**src/rtl/tlb_pkg.sv**
```systemverilog
`timescale 1ns/1ps
package tlb_pkg;

   localparam int PERM_W = 3;
   localparam int PERM_RD = 0;
   localparam int PERM_WR = 1;
   localparam int PERM_EX = 2;

   typedef enum logic [1:0] {
      ACC_READ  = 2'd0,
      ACC_WRITE = 2'd1,
      ACC_EXEC  = 2'd2,
      ACC_NONE  = 2'd3
   } acc_e;

   typedef logic [PERM_W-1:0] perm_t;

endpackage

```
**src/rtl/tlb_perm_check.sv**
```systemverilog
`timescale 1ns/1ps
module tlb_perm_check
   import tlb_pkg::*;
(
   input  logic [1:0] acc,
   input  perm_t      perm,
   output logic       allow
);

   acc_e kind;
   assign kind = acc_e'(acc);

   always_comb begin
      unique case (kind)
         ACC_READ:  allow = perm[PERM_RD];
         ACC_WRITE: allow = perm[PERM_WR];
         ACC_EXEC:  allow = perm[PERM_EX];
         default:   allow = 1'b0;
      endcase
   end

endmodule

```
**src/rtl/tlb_entry_array.sv**
```systemverilog
`timescale 1ns/1ps
module tlb_entry_array
   import tlb_pkg::*;
#(
   parameter int ENTRIES = 8,
   parameter int VPN_W   = 20,
   parameter int ASID_W  = 8,
   parameter int PFN_W   = 20,
   localparam int IDX_W  = $clog2(ENTRIES)
) (
   input  logic               clk,
   input  logic               rst_n,
   // lookup side
   input  logic [ASID_W-1:0]  rd_asid,
   input  logic [VPN_W-1:0]   rd_vpn,
   output logic [ENTRIES-1:0] rd_match,
   output logic [PFN_W-1:0]   rd_pfn,
   output perm_t              rd_perm,
   // write side
   input  logic               wr_en,
   input  logic [IDX_W-1:0]   wr_idx,
   input  logic [ASID_W-1:0]  wr_asid,
   input  logic [VPN_W-1:0]   wr_vpn,
   input  logic [PFN_W-1:0]   wr_pfn,
   input  perm_t              wr_perm,
   output logic [ENTRIES-1:0] wr_match,
   // invalidation
   input  logic               inv_all,
   input  logic               inv_tag_en,
   input  logic [ASID_W-1:0]  inv_tag,
   output logic [ENTRIES-1:0] valid_vec
);

   logic [ENTRIES-1:0] valid_q;
   logic [ASID_W-1:0]  asid_q [ENTRIES];
   logic [VPN_W-1:0]   vpn_q  [ENTRIES];
   logic [PFN_W-1:0]   pfn_q  [ENTRIES];
   perm_t              perm_q [ENTRIES];

   // valid flags carry reset; flush beats a write
   always_ff @(posedge clk or negedge rst_n) begin
      if (!rst_n) begin
         valid_q <= '0;
      end else begin
         for (int i = 0; i < ENTRIES; i++) begin
            if (inv_all)
               valid_q[i] <= 1'b0;
            else if (inv_tag_en && asid_q[i] == inv_tag)
               valid_q[i] <= 1'b0;
            else if (wr_en && wr_idx == IDX_W'(i))
               valid_q[i] <= 1'b1;
         end
      end
   end

   // payload needs no reset: it is never read while invalid
   always_ff @(posedge clk) begin
      for (int i = 0; i < ENTRIES; i++) begin
         if (wr_en && wr_idx == IDX_W'(i)) begin
            asid_q[i] <= wr_asid;
            vpn_q[i]  <= wr_vpn;
            pfn_q[i]  <= wr_pfn;
            perm_q[i] <= wr_perm;
         end
      end
   end

   // one comparator pair per entry
   for (genvar g = 0; g < ENTRIES; g++) begin : g_cmp
      assign rd_match[g] = valid_q[g] && (asid_q[g] == rd_asid) && (vpn_q[g] == rd_vpn);
      assign wr_match[g] = valid_q[g] && (asid_q[g] == wr_asid) && (vpn_q[g] == wr_vpn);
   end

   // at most one match, so an OR of gated payloads is the read mux
   always_comb begin
      rd_pfn  = '0;
      rd_perm = '0;
      for (int i = 0; i < ENTRIES; i++) begin
         if (rd_match[i]) begin
            rd_pfn  = rd_pfn  | pfn_q[i];
            rd_perm = rd_perm | perm_q[i];
         end
      end
   end

   assign valid_vec = valid_q;


   single_match_chk: assert property (@(posedge clk) disable iff (!rst_n)
      $onehot0(rd_match));


   flush_all_clears_chk: assert property (@(posedge clk) disable iff (!rst_n)
      inv_all |=> (valid_q == '0));


   flush_tag_keeps_others_chk: assert property (@(posedge clk) disable iff (!rst_n)
      (inv_tag_en && !inv_all && !wr_en) |=> ($countones(valid_q) <= $countones($past(valid_q))));

endmodule

```
**src/rtl/tlb_victim_sel.sv**
```systemverilog
`timescale 1ns/1ps
module tlb_victim_sel #(
   parameter int ENTRIES = 8,
   localparam int IDX_W  = $clog2(ENTRIES)
) (
   input  logic               clk,
   input  logic               rst_n,
   input  logic               fill_go,
   input  logic [ENTRIES-1:0] valid_vec,
   input  logic [ENTRIES-1:0] same_vec,
   output logic [IDX_W-1:0]   slot
);

   logic [IDX_W-1:0] ptr_q;
   logic             has_same;
   logic             has_free;
   logic [IDX_W-1:0] same_idx;
   logic [IDX_W-1:0] free_idx;

   function automatic logic [IDX_W-1:0] lowest_set(input logic [ENTRIES-1:0] v);
      lowest_set = '0;
      for (int i = ENTRIES - 1; i >= 0; i--)
         if (v[i]) lowest_set = IDX_W'(i);
   endfunction

   assign has_same = |same_vec;
   assign has_free = ~&valid_vec;
   assign same_idx = lowest_set(same_vec);
   assign free_idx = lowest_set(~valid_vec);

   always_comb begin
      if (has_same)
         slot = same_idx;
      else if (has_free)
         slot = free_idx;
      else
         slot = ptr_q;
   end

   always_ff @(posedge clk or negedge rst_n) begin
      if (!rst_n)
         ptr_q <= '0;
      else if (fill_go && !has_same && !has_free) begin
         if (ptr_q == IDX_W'(ENTRIES - 1))
            ptr_q <= '0;
         else
            ptr_q <= ptr_q + 1'b1;
      end
   end


   ptr_hold_chk: assert property (@(posedge clk) disable iff (!rst_n)
      !fill_go |=> $stable(ptr_q));


   free_slot_is_free_chk: assert property (@(posedge clk) disable iff (!rst_n)
      (fill_go && !has_same && has_free) |-> !valid_vec[slot]);

endmodule

```
**src/rtl/tlb_tagged.sv**
```systemverilog
`timescale 1ns/1ps
module tlb_tagged
   import tlb_pkg::*;
#(
   parameter int VA_W      = 32,
   parameter int PAGE_BITS = 12,
   parameter int PFN_W     = 20,
   parameter int ASID_W    = 8,
   parameter int ENTRIES   = 8,
   localparam int VPN_W    = VA_W - PAGE_BITS,
   localparam int PA_W     = PFN_W + PAGE_BITS,
   localparam int IDX_W    = $clog2(ENTRIES)
) (
   input  logic              clk,
   input  logic              rst_n,
   input  logic              lk_valid,
   input  logic [ASID_W-1:0] lk_asid,
   input  logic [VA_W-1:0]   lk_vaddr,
   input  logic [1:0]        lk_acc,
   output logic              lk_hit,
   output logic              lk_miss,
   output logic              lk_fault,
   output logic [PA_W-1:0]   lk_paddr,
   output logic [2:0]        lk_perm,
   input  logic              fill_en,
   input  logic [ASID_W-1:0] fill_asid,
   input  logic [VPN_W-1:0]  fill_vpn,
   input  logic [PFN_W-1:0]  fill_pfn,
   input  logic [2:0]        fill_perm,
   input  logic              flush_all,
   input  logic              flush_asid_en,
   input  logic [ASID_W-1:0] flush_asid
);

   if (PAGE_BITS < 1 || PAGE_BITS >= VA_W) begin : g_bad_page
      $error("tlb_tagged: PAGE_BITS must lie between 1 and VA_W-1");
   end
   if (ENTRIES < 2) begin : g_bad_depth
      $error("tlb_tagged: ENTRIES must be at least 2");
   end
   if (PFN_W < 1 || ASID_W < 1) begin : g_bad_width
      $error("tlb_tagged: PFN_W and ASID_W must be positive");
   end

   logic [VPN_W-1:0]     lk_vpn;
   logic [PAGE_BITS-1:0] lk_off;
   logic [ENTRIES-1:0]   rd_match;
   logic [ENTRIES-1:0]   wr_match;
   logic [ENTRIES-1:0]   valid_vec;
   logic [PFN_W-1:0]     rd_pfn;
   perm_t                rd_perm;
   logic                 found;
   logic                 allow;
   logic                 fill_go;
   logic [IDX_W-1:0]     slot;

   assign lk_vpn  = lk_vaddr[VA_W-1:PAGE_BITS];
   assign lk_off  = lk_vaddr[PAGE_BITS-1:0];
   assign fill_go = fill_en && !flush_all && !flush_asid_en;

   tlb_entry_array #(
      .ENTRIES (ENTRIES),
      .VPN_W   (VPN_W),
      .ASID_W  (ASID_W),
      .PFN_W   (PFN_W)
   ) array_i (
      .clk        (clk),
      .rst_n      (rst_n),
      .rd_asid    (lk_asid),
      .rd_vpn     (lk_vpn),
      .rd_match   (rd_match),
      .rd_pfn     (rd_pfn),
      .rd_perm    (rd_perm),
      .wr_en      (fill_go),
      .wr_idx     (slot),
      .wr_asid    (fill_asid),
      .wr_vpn     (fill_vpn),
      .wr_pfn     (fill_pfn),
      .wr_perm    (fill_perm),
      .wr_match   (wr_match),
      .inv_all    (flush_all),
      .inv_tag_en (flush_asid_en),
      .inv_tag    (flush_asid),
      .valid_vec  (valid_vec)
   );

   tlb_victim_sel #(
      .ENTRIES (ENTRIES)
   ) victim_i (
      .clk       (clk),
      .rst_n     (rst_n),
      .fill_go   (fill_go),
      .valid_vec (valid_vec),
      .same_vec  (wr_match),
      .slot      (slot)
   );

   tlb_perm_check perm_i (
      .acc   (lk_acc),
      .perm  (rd_perm),
      .allow (allow)
   );

   assign found    = |rd_match;
   assign lk_hit   = lk_valid && found && allow;
   assign lk_fault = lk_valid && found && !allow;
   assign lk_miss  = lk_valid && !found;
   assign lk_paddr = lk_hit ? {rd_pfn, lk_off} : '0;
   assign lk_perm  = (lk_valid && found) ? rd_perm : '0;


   idle_quiet_chk: assert property (@(posedge clk) disable iff (!rst_n)
      !lk_valid |-> !(lk_hit || lk_miss || lk_fault));


   outcome_exclusive_chk: assert property (@(posedge clk) disable iff (!rst_n)
      $onehot0({lk_hit, lk_miss, lk_fault}));


   offset_passthru_chk: assert property (@(posedge clk) disable iff (!rst_n)
      lk_hit |-> (lk_paddr[PAGE_BITS-1:0] == lk_vaddr[PAGE_BITS-1:0]));


   fill_dropped_on_flush_chk: assert property (@(posedge clk) disable iff (!rst_n)
      (fill_en && flush_all) |=> (valid_vec == '0));

endmodule

```
**config.mk**
```make
export PLATFORM = sky130hd
export DESIGN_NAME = tlb_tagged
export DESIGN_NICKNAME = d
export VERILOG_FILES = /design/src/rtl/tlb_pkg.sv /design/src/rtl/tlb_perm_check.sv /design/src/rtl/tlb_entry_array.sv /design/src/rtl/tlb_victim_sel.sv /design/src/rtl/tlb_tagged.sv
export SDC_FILE = /design/constraint.sdc
export NUM_CORES = 1
export LEC_CHECK = 0
export ABC_AREA = 0
export BUFFER_PORTS_ARGS = -buffer_cell sky130_fd_sc_hd__buf_2
export CORE_UTILIZATION = 35
export CTS_BUF_LIST = sky130_fd_sc_hd__clkbuf_8
export DETAILED_ROUTE_END_ITERATION = 6
export GPL_TIMING_DRIVEN = 0
export SLEW_MARGIN = 20
export SYNTH_ARGS = -nofsm -noshare
export SYNTH_HDL_FRONTEND = slang
export SYNTH_SLANG_ARGS = --single-unit
```
**constraint.sdc**
```tcl
create_clock -name clk -period 4.9 [get_ports clk]
set_clock_uncertainty 0.05 [all_clocks]
set_input_delay 0.245 -clock clk [delete_from_list [all_inputs] [get_ports clk]]
set_output_delay 0.245 -clock clk [all_outputs]
set_load 0.1 [all_outputs]
```
Word level (Yosys, flattened, before mapping)
Memory sizes are Yosys's and may differ from the RTL's.
Index checks and enable logic that the tools add are counted.

word-level totals
  bits in registers = 11
  latch bits = 0
  memory bits (writable) = 408
  bits in read-only memories = 0
  input bits = 107
  output and inout port bits = 38
  logic and storage cells = 343
  memories kept = 4

memories
  name            words  width  rd ports  clocked after Yosys merged registers in  wr ports  RTL line               text
  array_i.pfn_q   8      20     8         0                                        1         tlb_entry_array.sv:37  logic [PFN_W-1:0] pfn_q [ENTRIES];
  array_i.vpn_q   8      20     8         0                                        1         tlb_entry_array.sv:36  logic [VPN_W-1:0] vpn_q [ENTRIES];
  array_i.asid_q  8      8      8         0                                        1         tlb_entry_array.sv:35  logic [ASID_W-1:0] asid_q [ENTRIES];
  array_i.perm_q  8      3      8         0                                        1         tlb_entry_array.sv:38  perm_t perm_q [ENTRIES];

cells by class
  $add $sub $neg = 1
  multiply operators = 0
  divide/modulo/power cells = 0
  magnitude comparators = 0
  equality and inequality tests = 50
  shift-type cells = 0
  multiplexer cells = 162
  bitwise logic cells = 15
  reductions and logical operators = 102

operators by type and width
  cell                                                 count
  two-way mux 20 bit                                   22
  equality test 20 bit                                 16
  OR reduction 20 bit                                  14
  equality test 8 bit                                  24
  two-way mux 3 bit                                    63
  bitwise OR 20 bit                                    7
  OR reduction 8 bit                                   9
  two-way mux 1 bit                                    68
  logical AND 1 bit                                    56
  two-way mux 8 bit                                    7
  two-way mux 32 bit                                   1
  nonzero test 3 bit                                   8
  bitwise OR 3 bit                                     7
  OR reduction 3 bit                                   7
  equality test 3 bit, second input constant           5
  inverter 8 bit                                       1
  AND reduction 8 bit                                  1
  equality test 3 x 2 -> 1 bit, second input constant  2
  zero test 1 bit                                      5
  adder 3 x 1 -> 3 bit, second input constant          1
  equality test 3 x 1 -> 1 bit, second input constant  1
  zero test 3 bit                                      1
  one-hot mux 1 bit (3 select lines)                   1
  equality test 2 x 1 -> 1 bit, second input constant  1
  other kinds (2)                                      2

Logic depth before layout (Yosys ltp)
Gate-level depths: netlist of run 1.

  depth after elaboration = 24
  gate-level depth with buffers = 12
  mapped depth without buffers = 8

By module
A second synthesis of run 1 with hierarchy kept.

second synthesis, totals
  cells, all modules = 1562
  area total of the unflattened synthesis = 20830.0 sq um

by module, submodules not included
  module           times used  cells each  area an instance (sq um)
  tlb_entry_array  1           1424        19980.4
  tlb_tagged       1           94          499.2
  tlb_victim_sel   1           41          327.8
  tlb_perm_check   1           3           22.5

Least setup slack after synthesis of run 1
Ideal clock, no wire load.

  kind = input to register
  start point = input fill_vpn[11]
  end point = memory array_i.asid_q[6][0] (netlist: array_i.asid_q[1][16]), enable pin
  library setup time = 0.460 ns
  data arrival time = 4.485 ns
  data required time = 4.390 ns
  path slack = -0.095 ns
  cell stages on the path = 9
  buffers on the path = 1
  cells stage by stage = clkbuf_1 -> xor2_1 -> or4_1 -> nor4_1 -> nand4_1 -> o211ai_1 -> o211ai_1 -> or3_1 -> nor2_1

on the way
  word-level cells in the longest chain between the ends = 23
  elaborated cells between the ends (all ways) = 79

ends and longest elaborated chain
  element                                                                         RTL line               text
  start: declaration                                                              tlb_tagged.sv:27       input logic [VPN_W-1:0] fill_vpn,
  equality test 20 bit                                                            tlb_entry_array.sv:71  assign wr_match[g] = valid_q[g] && (asid_q[g] == wr_asid) && (vpn_q[g] == wr_vpn);
  logical AND 1 bit                                                               tlb_entry_array.sv:71
  two-way mux 3 bit (8 in series)                                                 tlb_victim_sel.sv:23   if (v[i]) lowest_set = IDX_W'(i);
  two-way mux 3 bit *                                                             tlb_victim_sel.sv:32   if (has_same)
  equality test 3 x 1 -> 1 bit                                                    tlb_entry_array.sv:59  if (wr_en && wr_idx == IDX_W'(i)) begin
  logical AND 1 bit                                                               tlb_entry_array.sv:59
  two-way mux 1 bit                                                               tlb_entry_array.sv:59
  two-way mux 1 bit (implied by the code)                                         tlb_entry_array.sv:60  asid_q[i] <= wr_asid;
  OR reduction 8 bit (no line)                                                    --
  two-way mux 3 bit (no line) or two-way mux 1 bit (tied branches) (7 in series)  --
  end: declaration                                                                tlb_entry_array.sv:35

Every way passes the cells marked *; elsewhere a longest branch is shown, timed or not.

Worst setup path after layout of run 1
  start point = input fill_vpn[5]
  end point = memory array_i.vpn_q[2][12] (netlist: array_i.vpn_q[0][52]), enable pin

on the way
  word-level cells in the longest chain between the ends = 23
  elaborated cells between the ends (all ways) = 79

ends and longest elaborated chain
  element                                                                         RTL line               text
  equality test 20 bit                                                            tlb_entry_array.sv:71
  logical AND 1 bit                                                               tlb_entry_array.sv:71
  two-way mux 3 bit (8 in series)                                                 tlb_victim_sel.sv:23
  two-way mux 3 bit *                                                             tlb_victim_sel.sv:32
  equality test 3 x 1 -> 1 bit                                                    tlb_entry_array.sv:59
  logical AND 1 bit                                                               tlb_entry_array.sv:59
  two-way mux 1 bit                                                               tlb_entry_array.sv:59
  two-way mux 1 bit (implied by the code)                                         tlb_entry_array.sv:61  vpn_q[i] <= wr_vpn;
  OR reduction 20 bit (no line)                                                   --
  two-way mux 3 bit (no line) or two-way mux 1 bit (tied branches) (7 in series)  --
  end: declaration                                                                tlb_entry_array.sv:36

Marked as above.

==> Flow_metrics.wiki, run 1 <==
{| class="wikitable"
! Metric !! Value
|-
| Largest family of logic cells by synthesized area || XOR/XNOR gates
|-
| Power per cell area || 314 nW/um^2
|-
| Final design area excluding fillers || 24900 sq um
|-
| Setup slack of the worst register-to-register path || 0.54 ns
|-
| Net count of the mapped netlist || 1643
|-
| Vias per cell || 5.62
|-
| Compound-Gate Fraction of Synth Area || 4.53%
|-
| Combined area of the multi-input logic cells || 7970 sq um
|-
| Endpoints failing hold || 0
|-
| Met2 WL post-DR || 40.2 mm
|-
| Post-synthesis sequential element count || 419
|-
| Largest net degree at the start of global routing || 23
|-
| Synth async-reset ratio || 2.63%
|-
| GRT Resource Usage Total || 27.1%
|-
| CTS Buf Count || 75
|-
| Final worst path period share || 100%
|-
| Unrepaired setup endpoints after global routing || yes
|-
| Total number of yosys warnings || 0
|-
| Clock period minus final worst setup slack || 4.92 ns
|-
| Most frequently used cell type in the post-synthesis netlist || sky130_fd_sc_hd__edfxtp_1
|-
| Share of synthesized area spent on multiplexers || 0.163%
|-
| Number of global-route vias before repair || 14900
|-
| GRT Residual Overflow || 0
|-
| Clock tree from TritonCTS || done
|-
| Clock Latency Late Sink || 0.68 ns
|-
| Failing checks || negative setup slack
|-
| Hold crit path type || in -> reg
|-
| Antenna Cells || 0
|-
| Area taken by flip-flops and latches || 12500 sq um
|-
| Area of placed instances || 22800 sq um
|-
| Critical Path Fanout Max || 21
|-
| Max_cap viols || 0
|-
| Iter 0 DRT Violations || 1662
|-
| Most frequent CP cell || sky130_fd_sc_hd__nand4_1
|-
| Length of the first detailed-routing pass in iterations || 7
|-
| Cell type with the largest total area after synthesis || sky130_fd_sc_hd__edfxtp_1
|-
| Routability Congestion || 0.979
|-
| Sequential cell area fraction in the yosys report || 60.3%
|-
| Maximum achievable frequency || 203 MHz
|-
| Maximum VDD drop || 0.206 mV
|-
| Bufs on Longest Clock Path || 3
|-
| Setup Viol. Count Final || 32
|-
| Cells taking the most area after synthesis || sky130_fd_sc_hd__edfxtp_1, sky130_fd_sc_hd__xnor2_1, sky130_fd_sc_hd__xor2_1, sky130_fd_sc_hd__nand4_1, sky130_fd_sc_hd__nor4_1
|-
| Drt total wl || 81.7 mm
|-
| Post-detailed-route DRC marker count || 0
|-
| Buffer type at the clock tree root || sky130_fd_sc_hd__clkbuf_8
|-
| Final-stage net count || 1903
|-
| Flip-flop cell with the highest count after synthesis || sky130_fd_sc_hd__edfxtp_1
|-
| Crit path cell chain || dlygate4sd3_1 > buf_2 > clkbuf_1 > xnor2_1 > nand4_1 > nor4_1 > nand4_1 > o31ai_1 > o221ai_1 > a21o_1 > nor2_4 > buf_16 > buf_12
|-
| Clk pin slew, worst setup/hold paths || 0.06 ns
|-
| Proportion of layout cells with a drive suffix above 1 || 18.0%
|-
| Minimum setup slack in the final design || -0.0206 ns
|-
| Depth of the CTS H-tree || 3
|-
| Data arrival time at the worst-slack endpoint || 5.24 ns
|-
| Result of the run || finished with violations
|-
| Site row count || 88
|-
| Antenna-violating nets left || 0
|-
| Kind of end point of the critical path || register
|-
| Number of antenna violations at the first check in global routing || 5
|-
| IO Count || 145
|-
| Delay of the slowest cell on the worst path || 0.83 ns
|-
| Number of port buffers || 106
|-
| Die height || 246 um
|-
| Max layer used || met5
|-
| Area growth syn-to-layout || 19.7%
|-
| Synthesized instance count || 1534
|-
| Critical path launch point type || input port
|-
| Leakage power total || 0.00788 uW
|-
| Post-Syn Area || 20800 sq um
|-
| Critical setup path kind || in -> reg
|-
| Library cell contributing the largest single delay on the critical path || sky130_fd_sc_hd__clkbuf_1
|-
| Share of Yosys cell area claimed by the top area cell type || 59.0%
|-
| Global-route wire length before repair || 112 mm
|-
| Average cell area after synthesis || 13.5 sq um
|-
| Worst slack at placement || -0.289 ns
|-
| Half-perimeter wire length after detailed placement || 59.2 mm
|-
| Routed length per instance || 31.3 um
|-
| Core Footprint || 58100 sq um
|-
| Endpoint required time on the critical path || 5.22 ns
|-
| Met3 routed WL || 5.69 mm
|-
| Total number of vias || 14700
|-
| Synth cell count leaders || sky130_fd_sc_hd__edfxtp_1, sky130_fd_sc_hd__xnor2_1, sky130_fd_sc_hd__xor2_1
|-
| DIE AREA || 60400 sq um
|-
| Count of flip-flops with a built-in enable after synthesis || 408
|-
| Clock Sinks || 419
|-
| Relative slew margins || 18.7%
|-
| Initial cell density of the core || 35.7%
|-
| Final Slew Violations || 0
|-
| Post-synthesis share of cell area spent on xor and xnor gates || 21.4%
|-
| Post-synthesis share of cell area spent on and, or, nand and nor gates || 11.4%
|-
| Arithmetic-cell share of the synthesized area counting full adders, half adders and majority gates || 0.120%
|-
| Worst-margin pin slew || 1.22 ns
|-
| Number of fill cells || 5407
|-
| Worst hold slack || 0.146 ns
|-
| Distinct cells, synth || 57
|-
| Total routed wire length on the met1 layer || 31.5 mm
|-
| Chip width || 246 um
|}
[critical path, delay by kind of cell]
kind	cells	cell delay (ns)
buffers and inverters	5	2.13
and+or+nand+nor	4	1.66
xor gates and xnor gates	1	0.25
AOI/OAI and AO/OA	3	0.90
[per-stage QoR]
| stage | instances | utilization (%) | total power (uW) | TNS, ns |
|---|---|---|---|---|
| floorplan | 1534 | - | 4380 | -9.67 |
| global placement | 2405 | 38.3 | 4670 | -1398.40 |
| detailed placement | 2427 | 39.3 | 4680 | -24.01 |
| CTS | 2614 | 42.7 | 7840 | 0 |
| global route | 2614 | 42.8 | 8030 | -1.20 |
| finish | 2614 | 42.8 | 7820 | -0.281 |
[where the power goes]
part           total [uW]  switching [uW]  internal (uW)
Sequential           3970            15.4           3950
Combinational         686             462            224
Clock                3160            1560           1610
[cell usage in the layout (no fill, tap or decap), types with 9 or more instances in the layout]
master	synthesis	routed
sky130_fd_sc_hd__a21oi_1	19	18
sky130_fd_sc_hd__a222oi_1	22	22
sky130_fd_sc_hd__a22oi_1	33	33
sky130_fd_sc_hd__and2_1	9	9
sky130_fd_sc_hd__buf_16	0	12
sky130_fd_sc_hd__buf_2	28	135
sky130_fd_sc_hd__clkbuf_1	51	42
sky130_fd_sc_hd__clkbuf_8	0	78
sky130_fd_sc_hd__clkinv_1	0	12
sky130_fd_sc_hd__clkinv_2	0	14
sky130_fd_sc_hd__dfrtp_1	11	11
sky130_fd_sc_hd__dlygate4sd3_1	0	53
sky130_fd_sc_hd__edfxtp_1	408	408
sky130_fd_sc_hd__inv_1	6	25
sky130_fd_sc_hd__nand2_1	37	37
sky130_fd_sc_hd__nand3_1	42	42
sky130_fd_sc_hd__nand4_1	124	124
sky130_fd_sc_hd__nor2_1	21	13
sky130_fd_sc_hd__nor3_2	16	16
sky130_fd_sc_hd__nor3b_2	12	12
sky130_fd_sc_hd__nor4_1	72	63
sky130_fd_sc_hd__o21ai_0	9	9
sky130_fd_sc_hd__xnor2_1	360	359
sky130_fd_sc_hd__xor2_1	148	148
[path summary, 6_finish.rpt]
| check | from | endpoint | depth (start not counted) |
|---|---|---|---|
| min in group asynchronous | rst_n | array_i.valid_vec[6] | 3 |
| max in group asynchronous | rst_n | array_i.valid_vec[3] | 3 |
| max reg2reg | array_i.asid_q[1][4] | array_i.vpn_q[0][52] | 10 |
| min reg2reg | victim_i.ptr_q[2] | victim_i.ptr_q[2] | 1 |
| max | fill_vpn[5] | array_i.vpn_q[0][52] | 13 |
| min | fill_en | array_i.valid_vec[2] | 4 |
[flip-flops by register name, indices dropped and copies added (netlist names)]
name               cells
victim_i.ptr_q         3
array_i.pfn_q        160
array_i.valid_vec      8
array_i.perm_q        24
array_i.asid_q        64
array_i.vpn_q        160
[timing repair]
| action | in CTS | in global routing |
|---|---|---|
| hold buffers | 53 | 0 |
| setup endpoints to repair | 37 | 43 |
| hold endpoints to repair | 418 | 0 |
| gates resized for setup | 8 | 8 |
| buffers inserted | 2 | 0 |
| pin swaps | 1 | 1 |
[cell type report]
class	instances	share of cell area, %
clock inverters	54	1.34
flip-flops and latches	419	50.3
multi-input cells	1018	32.0
plain buffers	91	1.72
well taps	765	3.85
clock buffers	78	4.31
inverters	6	0.0905
repair buffers	183	6.33
[cells by family (layout without fill, tap and decap cells)]
family                   Yosys count  count (layout)
AND/OR/NAND/NOR                  380             380
XOR/XNOR                         508             508
flip-flops                       419             419
buffers and inverters             97             412
adder cells (fa/ha/maj)            2               2
AO/OA/AOI/OAI                    125             125
multiplexers                       3               3
[metal layers]
layer	track usage [%]	vias to the layer above
li1	-	6292
met1	33.0	7431
met2	45.9	748
met3	4.87	207
met4	13.2	8
met5	0	-
Note: power is estimated with default switching activity, not from simulation.
==> inputs of run 2 (changes only) <==
--- a/config.mk
+++ b/config.mk
@@ -6,12 +6,14 @@
 export NUM_CORES = 1
 export LEC_CHECK = 0
 export ABC_AREA = 0
-export BUFFER_PORTS_ARGS = -buffer_cell sky130_fd_sc_hd__buf_2
 export CORE_UTILIZATION = 35
 export CTS_BUF_LIST = sky130_fd_sc_hd__clkbuf_8
+export CTS_CLUSTER_SIZE = 28
 export DETAILED_ROUTE_END_ITERATION = 6
+export DONT_BUFFER_PORTS = 1
 export GPL_TIMING_DRIVEN = 0
 export SLEW_MARGIN = 20
 export SYNTH_ARGS = -nofsm -noshare
 export SYNTH_HDL_FRONTEND = slang
+export SYNTH_HIERARCHICAL = 1
 export SYNTH_SLANG_ARGS = --single-unit
==> run 2 against run 1 <==
Compared with the run above:
- the flow still finishes with violations (negative setup slack)
- combinational power shrank 16%
- first-iteration DRC count increased by 4.0%
- final cell count down 2.4%
- worst setup slack got worse by 0.080 ns
- critical path depth did not move
- fmax decreased by 1.6%
- sequential power barely moved
- register-to-register slack got worse by 0.64 ns
- critical endpoint is now array_i/pfn_q[0][9]
- final area shrank 0.52%
- via count is 2.8% lower
- non-clock buffer count fell by 75
- highest routed layer is now met4
- sequential cell count is the same
==> Flow_metrics.wiki, run 2 <==
{| class="wikitable"
! Metric !! Value
|-
| Worst slack at placement || -0.577 ns (was -0.289 ns)
|-
| Highest-count cells in the layout ignoring fill and taps || sky130_fd_sc_hd__edfxtp_1, sky130_fd_sc_hd__xor2_1, sky130_fd_sc_hd__xnor2_1 (was sky130_fd_sc_hd__edfxtp_1, sky130_fd_sc_hd__xnor2_1, sky130_fd_sc_hd__xor2_1)
|-
| Flip-flop cell with the highest count after synthesis || sky130_fd_sc_hd__edfxtp_1 (unchanged)
|-
| Cell type with the largest total area after synthesis || sky130_fd_sc_hd__edfxtp_1 (unchanged)
|-
| Worst-margin pin slew || 1.21 ns (was 1.22 ns)
|-
| Failing checks || negative setup slack (unchanged)
|-
| Setup Viol. Count Final || 14 (was 32)
|-
| Global routing's busiest layer || met2 (unchanged)
|-
| Post-detailed-route DRC marker count || 0 (unchanged)
|-
| Depth of the CTS H-tree || 3 (unchanged)
|-
| Non-filler cells in the finished layout || 2552 (was 2614)
|-
| Distinct cells, synth || 44 (was 57)
|-
| CTS Buf Count || 71 (was 75)
|-
| Final design area excluding fillers || 24800 sq um (was 24900 sq um)
|-
| Routed length per instance || 30.6 um (was 31.3 um)
|-
| Buffer type at the clock tree root || sky130_fd_sc_hd__clkbuf_8 (unchanged)
|-
| Most common cell after layout, fill and taps aside || sky130_fd_sc_hd__edfxtp_1 (unchanged)
|-
| Sw Ratio || 25.3% (was 26.0%)
|-
| Data arrival time at the worst-slack endpoint || 5.33 ns (was 5.24 ns)
|-
| Number of antenna violations at the first check in global routing || 5 (unchanged)
|-
| Area of placed instances || 22400 sq um (was 22800 sq um)
|-
| DIE AREA || 60500 sq um (was 60400 sq um)
|-
| Net count of the mapped netlist || 1671 (was 1643)
|-
| Bufs on Longest Clock Path || 3 (unchanged)
|-
| Fraction of met3 tracks used by global routing || 4.45% (was 4.87%)
|-
| IO Count || 145 (unchanged)
|-
| Number of port buffers || 0 (was 106)
|-
| Leakage power total || 0.00782 uW (was 0.00788 uW)
|-
| Met2 Use GR || 39.8% (was 45.9%)
|-
| Clock period minus final worst setup slack || 5.00 ns (was 4.92 ns)
|-
| Synth cell count leaders || sky130_fd_sc_hd__edfxtp_1, sky130_fd_sc_hd__xor2_1, sky130_fd_sc_hd__xnor2_1 (was sky130_fd_sc_hd__edfxtp_1, sky130_fd_sc_hd__xnor2_1, sky130_fd_sc_hd__xor2_1)
|-
| Met1 Resource Use GR || 35.3% (was 33.0%)
|-
| Clk pin slew, worst setup/hold paths || 0.06 ns (about the same)
|-
| Maximum achievable frequency || 200 MHz (was 203 MHz)
|-
| Compound-Gate Fraction of Synth Area || 3.39% (was 4.53%)
|-
| Clock Latency Late Sink || 0.69 ns (was 0.68 ns)
|-
| Maximum VDD drop || 0.176 mV (was 0.206 mV)
|-
| Synth async-reset ratio || 2.63% (unchanged)
|-
| Total number of yosys warnings || 6 (was 0)
|-
| Initial cell density of the core || 35.4% (was 35.7%)
|-
| Critical path launch point type || register (was input port)
|-
| Core Footprint || 58900 sq um (was 58100 sq um)
|-
| Number of cells on the worst hold path || 3 (was 4)
|-
| Total number of vias || 14300 (was 14700)
|-
| Power per cell area || 311 nW/um^2 (was 314 nW/um^2)
|-
| Worst hold slack || 0.134 ns (was 0.146 ns)
|-
| Area growth syn-to-layout || 18.8% (was 19.7%)
|-
| Clock tree from TritonCTS || done (unchanged)
|-
| Cells taking the most area after synthesis || sky130_fd_sc_hd__edfxtp_1, sky130_fd_sc_hd__xor2_1, sky130_fd_sc_hd__xnor2_1, sky130_fd_sc_hd__nand3_1, sky130_fd_sc_hd__nand4_1 (was sky130_fd_sc_hd__edfxtp_1, sky130_fd_sc_hd__xnor2_1, sky130_fd_sc_hd__xor2_1, sky130_fd_sc_hd__nand4_1, sky130_fd_sc_hd__nor4_1)
|-
| Synthesized instance count || 1562 (was 1534)
|-
| Dpl cells || 2364 (was 2427)
|-
| Endpoint required time on the critical path || 5.23 ns (was 5.22 ns)
|-
| Clock share of power || 41.1% (was 40.5%)
|-
| Sequential cell area fraction in the yosys report || 60.1% (was 60.3%)
|-
| GRT Resource Usage Total || 25.7% (was 27.1%)
|-
| Drt total wl || 78.1 mm (was 81.7 mm)
|-
| Registers with the most flip-flops || array_i/pfn_q x160, array_i/vpn_q x160, array_i/asid_q x64 (was array_i.pfn_q x160, array_i.vpn_q x160, array_i.asid_q x64)
|-
| Endpoints failing hold || 0 (unchanged)
|-
| Vias per cell || 5.59 (was 5.62)
|-
| Post-Syn Area || 20800 sq um (about the same)
|-
| Count of flip-flops with a built-in enable after synthesis || 408 (unchanged)
|-
| Largest family of logic cells by synthesized area || XOR/XNOR gates (unchanged)
|-
| Internal power component || 5750 uW (was 5790 uW)
|-
| Seq pwr share || 51.4% (was 50.8%)
|-
| Post-synthesis sequential element count || 419 (unchanged)
|-
| Critical setup path kind || reg -> reg (was in -> reg)
|-
| Share of Yosys cell area claimed by the top area cell type || 58.8% (was 59.0%)
|-
| Fraction of power consumed by combinational cells || 7.5% (was 8.8%)
|-
| Critical Path Fanout Max || 8 (was 21)
|-
| Length of the first detailed-routing pass in iterations || 5 (was 7)
|-
| Site row count || 89 (was 88)
|-
| Final TNS setup || -0.987 ns (was -0.281 ns)
|-
| Final Slew Violations || 0 (unchanged)
|-
| Clock Sinks || 419 (unchanged)
|-
| Max_cap viols || 0 (unchanged)
|-
| Final-stage net count || 1834 (was 1903)
|-
| Antenna-violating nets left || 0 (unchanged)
|-
| Half-perimeter wire length after detailed placement || 56.7 mm (was 59.2 mm)
|-
| Post-synthesis share of cell area spent on xor and xnor gates || 21.4% (about the same)
|-
| Minimum setup slack in the final design || -0.101 ns (was -0.0206 ns)
|-
| Depth of the worst register-to-register path || 13 (was 10)
|-
| GRT Residual Overflow || 0 (unchanged)
|-
| Switching Power || 1950 uW (was 2030 uW)
|-
| Chip width || 246 um (about the same)
|-
| Proportion of layout cells with a drive suffix above 1 || 15.2% (was 18.0%)
|-
| Average cell area after synthesis || 13.3 sq um (was 13.5 sq um)
|-
| Die height || 246 um (about the same)
|-
| Number of global-route vias before repair || 14200 (was 14900)
|-
| Post-synthesis share of cell area spent on and, or, nand and nor gates || 11.7% (was 11.4%)
|-
| Global-route wire length before repair || 108 mm (was 112 mm)
|-
| Most frequently used cell type in the post-synthesis netlist || sky130_fd_sc_hd__edfxtp_1 (unchanged)
|-
| Arithmetic-cell share of the synthesized area counting full adders, half adders and majority gates || 0.120% (about the same)
|-
| Relative slew margins || 19.1% (was 18.7%)
|-
| Unrepaired setup endpoints after global routing || no (was yes)
|-
| Final worst path period share || 102% (was 100%)
|-
| Routability Congestion || 0.978 (was 0.979)
|-
| Share of synthesized area spent on multiplexers || 0.192% (was 0.163%)
|-
| Result of the run || finished with violations (unchanged)
|-
| Largest net degree at the start of global routing || 24 (was 23)
|-
| Kind of end point of the critical path || register (unchanged)
|-
| Iter 0 DRT Violations || 1728 (was 1662)
|-
| Hold crit path type || in -> reg (unchanged)
|}
## run 2: area by class of cell
class	instances	area (sq um)
Timing Repair Buffer	91	1020
Sequential cell	419	12500
Tap cell	773	967
Buffer	108	603
Antenna cell	2	5.00
Inverter	8	30.0
Clock inverter	52	367
Fill cell	5342	34200
Clock buffer	73	1000
Multi-Input combinational cell	1026	8230
## run 2: layer usage
| layer | wire length [um] | vias up |
|---|---|---|
| met4 | 2770 | 0 |
| met2 | 36100 | 731 |
| met1 | 32600 | 7304 |
| li1 | - | 6117 |
| met5 | 0 | - |
| met3 | 6700 | 121 |
## run 2: through the flow
stage                     power, uW  util [%]
after global routing           7880      42.0
after global placement         4500      37.0
after floorplan                4330         -
after CTS                      7700      41.8
final                          7700      42.0
after detailed placement       4500      38.1
## run 2: what timing repair did
item                       4_1_cts  5_1_grt
setup endpoints to repair      199      194
pin swaps                        2        3
hold buffers                    56        0
gates resized for setup         32       11
setup buffers                    3        3
hold endpoints to repair       425        0
## run 2: kinds of logic (layout without fill, tap and decap cells)
kind of cell | count (synthesis) | count (layout)
XOR/XNOR | 509 | 509
buffers and inverters | 117 | 332
flip-flops | 419 | 419
adder cells (fa/ha/maj) | 2 | 2
AO/OA/AOI/OAI | 104 | 104
AND/OR/NAND/NOR | 408 | 408
multiplexers | 3 | 3
other | 0 | 2
## run 2: final timing paths
check / from / endpoint / slack [ns]
worst max-delay path: array_i/asid_q[1][3] / array_i/pfn_q[0][9] / -0.10
worst min-delay path: flush_all / array_i/vpn_q[0][56] / 0.13
worst max register to register: array_i/asid_q[1][3] / array_i/pfn_q[0][9] / -0.10
worst min register to register: victim_i/ptr_q[2] / victim_i/ptr_q[2] / 0.52
max in group asynchronous: rst_n / victim_i/ptr_q[1] / 3.85
min in group asynchronous: rst_n / array_i/valid_vec[0] / 0.55
## run 2: power groups by stage
stage                     clock, uW  sequential (uW)  combinational (uW)
after floorplan                   0             4040                 295
after global placement            0             4040                 460
after detailed placement          0             4040                 464
after CTS                      3180             3960                 559
after global routing           3330             3960                 596
final                          3170             3960                 574
## run 2: critical path: stages (launching register included)
cell                       delay (ns)
sky130_fd_sc_hd__edfxtp_1        0.54
sky130_fd_sc_hd__xor2_1          0.29
sky130_fd_sc_hd__nor4_1          0.75
sky130_fd_sc_hd__nand4_1         0.22
sky130_fd_sc_hd__nor4_2          0.67
sky130_fd_sc_hd__nor2_1          0.16
sky130_fd_sc_hd__and3_1          0.26
sky130_fd_sc_hd__o311ai_0        0.12
sky130_fd_sc_hd__o22ai_1         0.25
sky130_fd_sc_hd__nor3_2          0.47
sky130_fd_sc_hd__buf_4           0.30
sky130_fd_sc_hd__buf_4           0.23
sky130_fd_sc_hd__buf_4           0.18
sky130_fd_sc_hd__buf_4           0.19
==> inputs of run 3 (changes only) <==
==> constraint.sdc (replaced) <==
create_clock -name clk -period 5.79 [get_ports clk]
set_clock_uncertainty 0.05 [all_clocks]
set_input_delay 0.2895 -clock clk [delete_from_list [all_inputs] [get_ports clk]]
set_output_delay 0.2895 -clock clk [all_outputs]
set_load 0.1 [all_outputs]
==> run 3 against run 2 <==
Compared with the run above:
- final area shrank 1.5%
- sequential power shrank 15%
- largest cell class unchanged
- critical path type unchanged
- routed wire length shrank 2.2%
- highest routed layer unchanged
- the flow now finishes without violations
- register-to-register slack gained 0.26 ns
- sequential cell count is the same
- power shrank 19%
- critical path depth grew 1
==> Flow_metrics.wiki, run 3 (synthesized netlist as in run 2, its figures left out) <==
{| class="wikitable"
! Metric !! Value
|-
| Endpoints failing hold || 0 (unchanged)
|-
| Final-stage net count || 1825 (was 1834)
|-
| Most common cell after layout, fill and taps aside || sky130_fd_sc_hd__edfxtp_1 (unchanged)
|-
| Unrepaired setup endpoints after global routing || no (unchanged)
|-
| Routed length per instance || 30.0 um (was 30.6 um)
|-
| Clock Latency Late Sink || 0.68 ns (was 0.69 ns)
|-
| Depth of the CTS H-tree || 3 (unchanged)
|-
| Clk pin slew, worst setup/hold paths || 0.06 ns (about the same)
|-
| Half-perimeter wire length after detailed placement || 56.3 mm (was 56.7 mm)
|-
| Highest-count cells in the layout ignoring fill and taps || sky130_fd_sc_hd__edfxtp_1, sky130_fd_sc_hd__xor2_1, sky130_fd_sc_hd__xnor2_1 (unchanged)
|-
| Number of global-route vias before repair || 14100 (was 14200)
|-
| Worst-margin pin slew || 1.19 ns (was 1.21 ns)
|-
| Maximum VDD drop || 0.118 mV (was 0.176 mV)
|-
| Post-detailed-route DRC marker count || 0 (unchanged)
|-
| Length of the first detailed-routing pass in iterations || 7 (was 5)
|-
| Global-route wire length before repair || 106 mm (was 108 mm)
|-
| Power per cell area || 256 nW/um^2 (was 311 nW/um^2)
|-
| Clock period minus final worst setup slack || 5.64 ns (was 5.00 ns)
|-
| Die height || 246 um (unchanged)
|-
| Area growth syn-to-layout || 17.0% (was 18.8%)
|-
| Combined buffer and inverter count along the critical path || 5 (was 4)
|-
| Drt total wl || 76.4 mm (was 78.1 mm)
|-
| Critical setup path kind || reg -> reg (unchanged)
|-
| Setup Viol. Count Final || 0 (was 14)
|-
| GRT Resource Usage Total || 25.3% (was 25.7%)
|-
| Number of antenna violations at the first check in global routing || 3 (was 5)
|-
| Antenna-violating nets left || 0 (unchanged)
|-
| Initial cell density of the core || 35.4% (unchanged)
|-
| Relative slew margins || 20.1% (was 19.1%)
|-
| Routability Congestion || 0.985 (was 0.978)
|-
| Post-CTS resize count || 0 (was 32)
|-
| Core Footprint || 58900 sq um (unchanged)
|-
| Leakage power total || 0.00763 uW (was 0.00782 uW)
|-
| Number of port buffers || 0 (unchanged)
|-
| Most frequent CP cell || sky130_fd_sc_hd__buf_4 (unchanged)
|-
| Site row count || 89 (unchanged)
|-
| Maximum achievable frequency || 177 MHz (was 200 MHz)
|-
| Critical path launch point type || register (unchanged)
|-
| Iter 0 DRT Violations || 1697 (was 1728)
|-
| DIE AREA || 60500 sq um (unchanged)
|-
| Max_cap viols || 0 (unchanged)
|-
| Cell class contributing the biggest share of worst-path delay || simple AND/OR/NAND/NOR gates (unchanged)
|-
| Crit path cell chain || xor2_1 > nor4_1 > nand4_1 > nor4_1 > nor2_1 > and3_1 > o311ai_0 > o22ai_1 > nor3_2 > buf_6 > buf_4 > buf_4 > buf_4 > buf_4 (was xor2_1 > nor4_1 > nand4_1 > nor4_2 > nor2_1 > and3_1 > o311ai_0 > o22ai_1 > nor3_2 > buf_4 > buf_4 > buf_4 > buf_4)
|-
| Clock tree from TritonCTS || done (unchanged)
|-
| Number of fill cells || 5375 (was 5342)
|-
| Result of the run || finished, final reports clean (was finished with violations)
|-
| Total setup buffers inserted after CTS || 0 (was 3)
|-
| GRT Residual Overflow || 0 (unchanged)
|-
| CTS Buf Count || 68 (was 71)
|-
| Final Total Pwr || 6240 uW (was 7700 uW)
|-
| Delay of the slowest cell on the worst path || 0.88 ns (was 0.75 ns)
|-
| Largest net degree at the start of global routing || 25 (was 24)
|-
| Final Slew Violations || 0 (unchanged)
|-
| Data arrival time at the worst-slack endpoint || 5.95 ns (was 5.33 ns)
|-
| Library cell contributing the largest single delay on the critical path || sky130_fd_sc_hd__nor4_1 (unchanged)
|-
| Vias per cell || 5.61 (was 5.59)
|-
| Final design area excluding fillers || 24400 sq um (was 24800 sq um)
|-
| IO Count || 145 (unchanged)
|-
| Bufs on Longest Clock Path || 3 (unchanged)
|-
| Area of placed instances || 22500 sq um (was 22400 sq um)
|-
| Buffer type at the clock tree root || sky130_fd_sc_hd__clkbuf_8 (unchanged)
|-
| Chip width || 246 um (unchanged)
|-
| Registers with the most flip-flops || array_i/pfn_q x160, array_i/vpn_q x160, array_i/asid_q x64 (unchanged)
|-
| Hold crit path type || in -> reg (unchanged)
|-
| Endpoint required time on the critical path || 6.10 ns (was 5.23 ns)
|-
| Proportion of layout cells with a drive suffix above 1 || 13.8% (was 15.2%)
|-
| Final TNS setup || 0 ns (was -0.987 ns)
|-
| Critical Path Fanout Max || 9 (was 8)
|-
| Total number of vias || 14300 (about the same)
|-
| Clock Sinks || 419 (unchanged)
|-
| Kind of end point of the critical path || register (unchanged)
|-
| Final worst path period share || 97.3% (was 102%)
|-
| Hold buffers post-CTS || 55 (was 56)
|}
==> run 3: power by group <==
| part | switching (uW) | total, uW | internal (uW) |
|---|---|---|---|
| sequential | 11.2 | 3350 | 3340 |
| clock | 1250 | 2410 | 1150 |
| combinational | 326 | 481 | 155 |
==> run 3: layer usage <==
metal	up-vias	GRT usage, %	part of all wire [%]
li1	6109	-	-
met1	7270	35.1	42
met2	763	38.8	46
met3	136	4.10	8.5
met4	0	10.8	4.1
met5	-	0	0
==> run 3: per-stage QoR <==
stage | worst slack (ns) | utilization, % | std cells | hold WS [ns]
after floorplan | -0.624 | - | 1562 | -0.0561
after CTS | 0.196 | 41.1 | 2536 | 0.00684
after detailed placement | 0.0256 | 38.2 | 2364 | -0.0556
after global placement | -6.04 | 37.0 | 2335 | -0.0556
after global routing | 0.0936 | 41.4 | 2538 | 0.0808
final | 0.155 | 41.4 | 2543 | 0.0406
==> run 3: path summary, 6_finish.rpt <==
kind / start / end / slack, ns / cells after the start
max in group asynchronous: rst_n / array_i/valid_vec[5] / 4.76 / 2
max: array_i/asid_q[1][15] / array_i/pfn_q[0][18] / 0.15 / 14
min: flush_all / array_i/valid_vec[0] / 0.04 / 2
max reg2reg: array_i/asid_q[1][15] / array_i/pfn_q[0][18] / 0.15 / 14
min in group asynchronous: rst_n / array_i/valid_vec[2] / 0.55 / 2
min reg2reg: victim_i/ptr_q[1] / victim_i/ptr_q[1] / 0.51 / 1
==> run 3: worst reg2reg max path, cell delays in order (launching register included) <==
cell and delay, ns:
sky130_fd_sc_hd__edfxtp_1 0.51, sky130_fd_sc_hd__xor2_1 0.21, sky130_fd_sc_hd__nor4_1 0.88, sky130_fd_sc_hd__nand4_1 0.20, sky130_fd_sc_hd__nor4_1 0.78, sky130_fd_sc_hd__nor2_1 0.22, sky130_fd_sc_hd__and3_1 0.28, sky130_fd_sc_hd__o311ai_0 0.13
sky130_fd_sc_hd__o22ai_1 0.24, sky130_fd_sc_hd__nor3_2 0.73, sky130_fd_sc_hd__buf_6 0.24, sky130_fd_sc_hd__buf_4 0.20, sky130_fd_sc_hd__buf_4 0.22, sky130_fd_sc_hd__buf_4 0.22, sky130_fd_sc_hd__buf_4 0.23
==> run 3: cell type report <==
class                   instances  area, sq um  share of cell area, %
multi-input cells            1026         8020                   32.9
flip-flops and latches        419        12500                   51.4
plain buffers                 109          607                   2.49
repair buffers                 84         1010                   4.15
clock inverters                49          259                   1.06
diodes                          7         17.5                 0.0719
inverters                       8         30.0                  0.123
well taps                     773          967                   3.97
clock buffers                  68          936                   3.84
